<file path="src/rtl/pwm_ds_pkg.sv">
package pwm_ds_pkg;
  typedef enum logic [1:0] {
    OUT_OFF    = 2'd0,
    OUT_RSVD   = 2'd1,
    OUT_NONINV = 2'd2,
    OUT_INV    = 2'd3
  } out_mode_t;

  localparam int PRE_W = 10;

  // Low-bit mask of the prescale counter for a given selection; valid=0 stops
  function automatic logic [PRE_W:0] div_mask(input logic [2:0] sel);
    logic [PRE_W:0] r;
    case (sel)
      3'd1:    r = {1'b1, 10'd0};
      3'd2:    r = {1'b1, 10'd7};
      3'd3:    r = {1'b1, 10'd63};
      3'd4:    r = {1'b1, 10'd255};
      3'd5:    r = {1'b1, 10'd1023};
      default: r = '0;
    endcase
    return r;
  endfunction
endpackage

</file>
<file path="src/rtl/pwm_ds_prescaler.sv">
module pwm_ds_prescaler
  import pwm_ds_pkg::*;
(
  input  logic       clk,
  input  logic       rst,
  input  logic       en,
  input  logic [2:0] sel,
  output logic       tick
);
  logic [PRE_W-1:0] pc;
  logic [PRE_W:0]   sel_info;
  logic             run;

  always_comb begin
    sel_info = div_mask(sel);
    run      = en && sel_info[PRE_W];
    tick     = run && ((pc & sel_info[PRE_W-1:0]) == sel_info[PRE_W-1:0]);
  end

  always_ff @(posedge clk) begin
    if (rst || !run) pc <= '0;
    else             pc <= pc + PRE_W'(1);
  end
endmodule

</file>
<file path="src/rtl/pwm_ds_counter.sv">
module pwm_ds_counter #(
  parameter int CNT_W = 8
) (
  input  logic             clk,
  input  logic             rst,
  input  logic             tick,
  output logic [CNT_W-1:0] cnt,
  output logic [CNT_W-1:0] cnt_nxt,
  output logic             arr_up
);
  localparam logic [CNT_W-1:0] TOP = {CNT_W{1'b1}};

  logic dir_up;

  always_comb begin
    arr_up  = dir_up;
    cnt_nxt = dir_up ? cnt + CNT_W'(1) : cnt - CNT_W'(1);
  end

  always_ff @(posedge clk) begin
    if (rst) begin
      cnt    <= '0;
      dir_up <= 1'b1;
    end else if (tick) begin
      cnt    <= cnt_nxt;
      dir_up <= dir_up ? (cnt_nxt != TOP) : (cnt_nxt == '0);
    end
  end
endmodule

</file>
<file path="src/rtl/pwm_ds_compare.sv">
module pwm_ds_compare
  import pwm_ds_pkg::*;
#(
  parameter int CNT_W = 8
) (
  input  logic             clk,
  input  logic             rst,
  input  logic             tick,
  input  logic [CNT_W-1:0] cnt_nxt,
  input  logic             arr_up,
  input  logic             wr,
  input  logic [CNT_W-1:0] wdata,
  input  logic [1:0]       mode,
  output logic             match,
  output logic [CNT_W-1:0] thr_act,
  output logic             pwm_out
);
  localparam logic [CNT_W-1:0] TOP = {CNT_W{1'b1}};

  logic [CNT_W-1:0] thr_hold;
  logic [CNT_W-1:0] thr_new;
  logic             lvl, lvl_nxt;
  out_mode_t        m;

  always_comb begin
    m       = out_mode_t'(mode);
    thr_new = (tick && cnt_nxt == TOP) ? thr_hold : thr_act;
    match   = tick && (cnt_nxt == thr_new);
    lvl_nxt = lvl;
    if (tick) begin
      if (thr_new == '0)        lvl_nxt = 1'b0;
      else if (thr_new == TOP)  lvl_nxt = 1'b1;
      else if (cnt_nxt == TOP)  lvl_nxt = 1'b0;
      else if (cnt_nxt == '0)   lvl_nxt = 1'b1;
      else if (match)           lvl_nxt = !arr_up;
    end
  end

  always_ff @(posedge clk) begin
    if (rst) begin
      thr_hold <= '0;
      thr_act  <= '0;
      lvl      <= 1'b0;
      pwm_out  <= 1'b0;
    end else begin
      if (wr) thr_hold <= wdata;
      thr_act <= thr_new;
      lvl     <= lvl_nxt;
      case (m)
        OUT_NONINV: pwm_out <= lvl_nxt;
        OUT_INV:    pwm_out <= !lvl_nxt;
        default:    pwm_out <= 1'b0;
      endcase
    end
  end
endmodule

</file>
<file path="src/rtl/pwm_dualslope.sv">
module pwm_dualslope #(
  parameter int CNT_W = 8
) (
  input  logic             clk,
  input  logic             rst,
  input  logic             en,
  input  logic [2:0]       clk_sel,
  input  logic [1:0]       cmp_mode,
  input  logic             cmp_wr,
  input  logic [CNT_W-1:0] cmp_wdata,
  input  logic             clr_ovf,
  input  logic             clr_cmp,
  output logic             pwm_out,
  output logic             ovf_flag,
  output logic             cmp_flag,
  output logic [CNT_W-1:0] count
);
  logic             tick;
  logic [CNT_W-1:0] cnt_nxt;
  logic             arr_up;
  logic             match;
  logic [CNT_W-1:0] cmp_act;
  logic             bottom_hit;

  pwm_ds_prescaler u_pre (
    .clk(clk), .rst(rst), .en(en), .sel(clk_sel), .tick(tick)
  );

  pwm_ds_counter #(.CNT_W(CNT_W)) u_cnt (
    .clk(clk), .rst(rst), .tick(tick),
    .cnt(count), .cnt_nxt(cnt_nxt), .arr_up(arr_up)
  );

  pwm_ds_compare #(.CNT_W(CNT_W)) u_cmp (
    .clk(clk), .rst(rst), .tick(tick), .cnt_nxt(cnt_nxt), .arr_up(arr_up),
    .wr(cmp_wr), .wdata(cmp_wdata), .mode(cmp_mode),
    .match(match), .thr_act(cmp_act), .pwm_out(pwm_out)
  );

  assign bottom_hit = tick && (cnt_nxt == '0);

  always_ff @(posedge clk) begin
    if (rst) begin
      ovf_flag <= 1'b0;
      cmp_flag <= 1'b0;
    end else begin
      ovf_flag <= bottom_hit || (ovf_flag && !clr_ovf);
      cmp_flag <= match      || (cmp_flag && !clr_cmp);
    end
  end
endmodule

</file>
<file path="config.mk">
export PLATFORM = sky130hd
export DESIGN_NAME = pwm_dualslope
export DESIGN_NICKNAME = d
export VERILOG_FILES = /design/src/rtl/pwm_ds_pkg.sv /design/src/rtl/pwm_ds_prescaler.sv /design/src/rtl/pwm_ds_counter.sv /design/src/rtl/pwm_ds_compare.sv /design/src/rtl/pwm_dualslope.sv
export SDC_FILE = /design/constraint.sdc
export NUM_CORES = 1
export LEC_CHECK = 0
export BUFFER_PORTS_ARGS = -buffer_cell sky130_fd_sc_hd__buf_2
export CORE_MARGIN = 2
export CORE_UTILIZATION = 62
export CTS_CLUSTER_DIAMETER = 100
export CTS_CLUSTER_SIZE = 8
export DETAILED_ROUTE_END_ITERATION = 10
export PLACE_DENSITY_LB_ADDON = 0.05
export SLEW_MARGIN = 15
export SYNTH_ARGS = -nofsm -noshare
export SYNTH_HDL_FRONTEND = slang
export SYNTH_SLANG_ARGS = --single-unit
</file>
<file path="constraint.sdc">
create_clock -name clk -period 6.7 [get_ports clk]
set_input_delay 1.34 -clock clk [delete_from_list [all_inputs] [get_ports clk]]
set_output_delay 1.34 -clock clk [all_outputs]
set_load 0.05 [all_outputs]
</file>
==> impl_metrics.json <==
{
  "rsz0062_at_grt": "false",
  "fin_skew_ns": 0.005457,
  "cp-end-kind": "flip-flop",
  "design_area_um2": 2639,
  "cp_data_arrival_time_ns": 4.80,
  "critical_path.cell_chain": "inv_1, ha_1, a211o_1, a2111oi_4, nor3_1, or2_1, nor3_2, mux2i_1, or4_1, a31oi_1, nor3_1, nor4bb_1",
  "maxCapViolations": 0,
  "hold_path_class": "flip-flop to flip-flop",
  "setup_tns_ns": 0,
  "reg2reg_depth": 12,
  "finalHoldViolCount": 0,
  "worstSetupPathDepth": 12,
  "path_clk_slew_ns": 0.08,
  "die_w_um": 65.97,
  "fin_total_pwr_uw": 460.9,
  "netlist_top_cells_count": "41 x nor2_1, 39 x dfxtp_1, 18 x mux2i_1, 17 x nand2_1, 14 x a21oi_1",
  "yosysMostFrequentCell": "nor2_1",
  "worstHoldPathCells": 1,
  "drv_slew": 0,
  "post_cts_resized": 0,
  "worstPathRequired_ns": 6.91,
  "antenna_cells": 0,
  "synth_area_leaders": "dfxtp_1 33%, mux2i_1 7.6%, nor2_1 6.5%",
  "startpoint_type": "flip-flop",
  "cts_tree": "done",
  "ys_async_sr_fraction_pct": 0,
  "reg2reg_to": "u_cmp.pwm_out$_SDFF_PP0_",
  "hold_end": "u_pre.pc[0]$_SDFF_PP0_",
  "clkLatencyLatePin_ns": 0.30,
  "vias": 2104,
  "status": "complete, no violations",
  "die_y_um": 65.97,
  "drt-initial-drc-count": 134,
  "setup_viol": 0,
  "place_inst": 348,
  "yosysSeqAreaShare_pct": 32.79,
  "grt_pass1_vias": 1930,
  "cts_setup_buffers": 0,
  "syn-num-nets": 310,
  "syn_area_per_cell_um2": 8.473,
  "r2r_slack_ns": 2.12,
  "layout-drive-gt1-share_pct": 15.91,
  "grt_max_degree": 31,
  "r2r_start": "u_cnt.arr_up$_SDFFE_PP1N_",
  "grt.overflow.total": 0,
  "cp.buffers_inverters": 1,
  "tightestPinTransition_ns": 1.030,
  "period_minus_slack_ns": 4.584,
  "synth.yosys.warnings": 0,
  "core.rowCount": 22,
  "p_leak_uw": 0.001033,
  "fin_cells": 356,
  "synth_area_um2": 2381,
  "crit_top_cell": "nor3_1",
  "cts_max_path_buffers": 2,
  "cts_buffers": 5,
  "antenna_left": 0,
  "cts_max_level": 2,
  "fp.dieArea_um2": 4352,
  "max_stage_delay_ns": 0.84,
  "area_delta_synth_final_pct": 10.82,
  "fin_crit_sh_pct": 68.41,
  "fmax_ghz": 0.2182,
  "hold_path.startpoint": "u_pre.pc[0]$_SDFF_PP0_",
  "place_area_um2": 2542,
  "synth-seq-cells": 39,
  "synth_ff_type": "dfxtp_1",
  "synthCells": 281,
  "gp_congestion": 0.8633,
  "critPathSlowestCell": "nor3_2",
  "core_um2": 3689,
  "ir_drop_mv": 0.1937,
  "postCtsHoldBufs": 0,
  "grt_usage_pct": 26.00,
  "clock_sinks": 39,
  "crit_family": "simple AND/OR/NAND/NOR gates",
  "final_nets": 336,
  "root_buffer": "clkbuf_8",
  "place.port_buffers": 29,
  "critPathMaxFanout": 11,
  "hpwlAfterDp_um": 3761,
  "maxSlewHeadroom_pct": 30.94,
  "drt_wl_total_um": 5137,
  "via_per_inst": 5.910,
  "drt-pass1-iter-count": 4,
  "initial_utilization_pct": 64.55,
  "synth-edff-count": 0,
  "drt-wirelength-per-cell_um": 14.43,
  "pin_count": 30,
  "holdWs_ns": 0.4402,
  "powerDensity_nw_per_um2": 174.7,
  "netlist.top_cell.by_area": "dfxtp_1",
  "yosysTopAreaCellShare_pct": 32.79,
  "critical_path_class": "flip-flop to flip-flop",
  "antenna_found_initial": 0,
  "drc": 0,
  "grt_first_pass_wirelength_um": 8618,
  "yosysUniqueCellTypes": 56
}
==> per-stage QoR <==
stage	util [%]	setup WS (ns)
floorplan	-	2.904
CTS	71.54	2.153
global route	71.54	1.677
detailed placement	68.93	1.957
finish	71.54	2.116
global placement	68.93	2.064
==> state kept, by name, indices dropped and copies added (netlist names) <==
signal / flops
u_cmp.thr_act: 8
u_cnt.arr_up: 1
u_cmp.thr_hold: 8
u_cnt.cnt: 8
u_cmp.pwm_out: 1
cmp_flag: 1
u_pre.pc: 10
u_cmp.lvl: 1
ovf_flag: 1
==> how the worst max path moves through the flow <==
stage	from	end	slack, ns
2_1_floorplan	clk_sel[0]	u_cmp.pwm_out$_SDFF_PP0_	2.90
3_3_place_gp	clk_sel[0]	u_cmp.pwm_out$_SDFF_PP0_	2.06
3_5_place_dp	clk_sel[0]	u_cmp.pwm_out$_SDFF_PP0_	1.96
4_1_cts	u_cnt.arr_up$_SDFFE_PP1N_	u_cmp.pwm_out$_SDFF_PP0_	2.15
5_1_grt	u_cnt.cnt[0]$_SDFFE_PP0N_	u_cmp.pwm_out$_SDFF_PP0_	1.68
6_report	u_cnt.arr_up$_SDFFE_PP1N_	u_cmp.pwm_out$_SDFF_PP0_	2.12
==> cell type report <==
type                       instances  area, um^2
fill                             319        1050
clock inverter                     2       13.76
sequential                        39       780.7
timing repair buffer              30       152.6
tap                               48       60.06
clock buffer                       6       82.58
multi-input combinational        221        1511
inverter                          10       37.54
==> worst reg2reg max path, cell delays in order (launching register included) <==
cell,delay [ns]
dfxtp_1,0.46
inv_1,0.22
ha_1,0.38
a211o_1,0.37
a2111oi_4,0.31
nor3_1,0.20
or2_1,0.31
nor3_2,0.84
mux2i_1,0.27
or4_1,0.57
a31oi_1,0.26
nor3_1,0.07
nor4bb_1,0.23
==> per-layer routing <==
layer,routed length [um],global-route usage (%)
met3,220,6.133
met5,0,0
met1,2320,32.70
met2,2466,43.31
met4,129,9.439
==> cells by family after synthesis <==
kind of cell,share of synthesized area (%)
muxes,7.567
and+or+nand+nor,25.49
xor gates and xnor gates,7.357
adders and majority gates,5.570
AOI/OAI and AO/OA,17.24
buffers and inverters,3.993
DFF,32.79
==> power breakdown <==
| group | switching, uW | leakage, uW | internal, uW | total (uW) |
|---|---|---|---|---|
| sequential | 5.81 | 0.000316 | 237 | 242 |
| clock | 88.7 | 0.0000516 | 84.2 | 173 |
| combinational | 27.2 | 0.000665 | 18.5 | 45.7 |
| total | 122 | 0.00103 | 339 | 461 |
==> placed cells by master (no fill, tap or decap), types with 4 or more instances in the layout <==
cell | synthesis | final
xor2_1 | 11 | 11
o21ai_1 | 4 | 4
nand4_1 | 7 | 7
a21oi_1 | 14 | 14
mux2i_1 | 18 | 18
nor3b_1 | 4 | 4
nand2_1 | 17 | 17
xnor2_1 | 9 | 9
nor2_1 | 41 | 41
o21ai_0 | 8 | 8
ha_1 | 9 | 9
inv_1 | 10 | 10
nand3_1 | 6 | 6
nor2b_1 | 4 | 4
nor3_1 | 7 | 7
buf_2 | 1 | 29
dfxtp_1 | 39 | 39
clkbuf_8 | 0 | 6
nand2b_1 | 8 | 8
(Power assumes the default switching activity.)
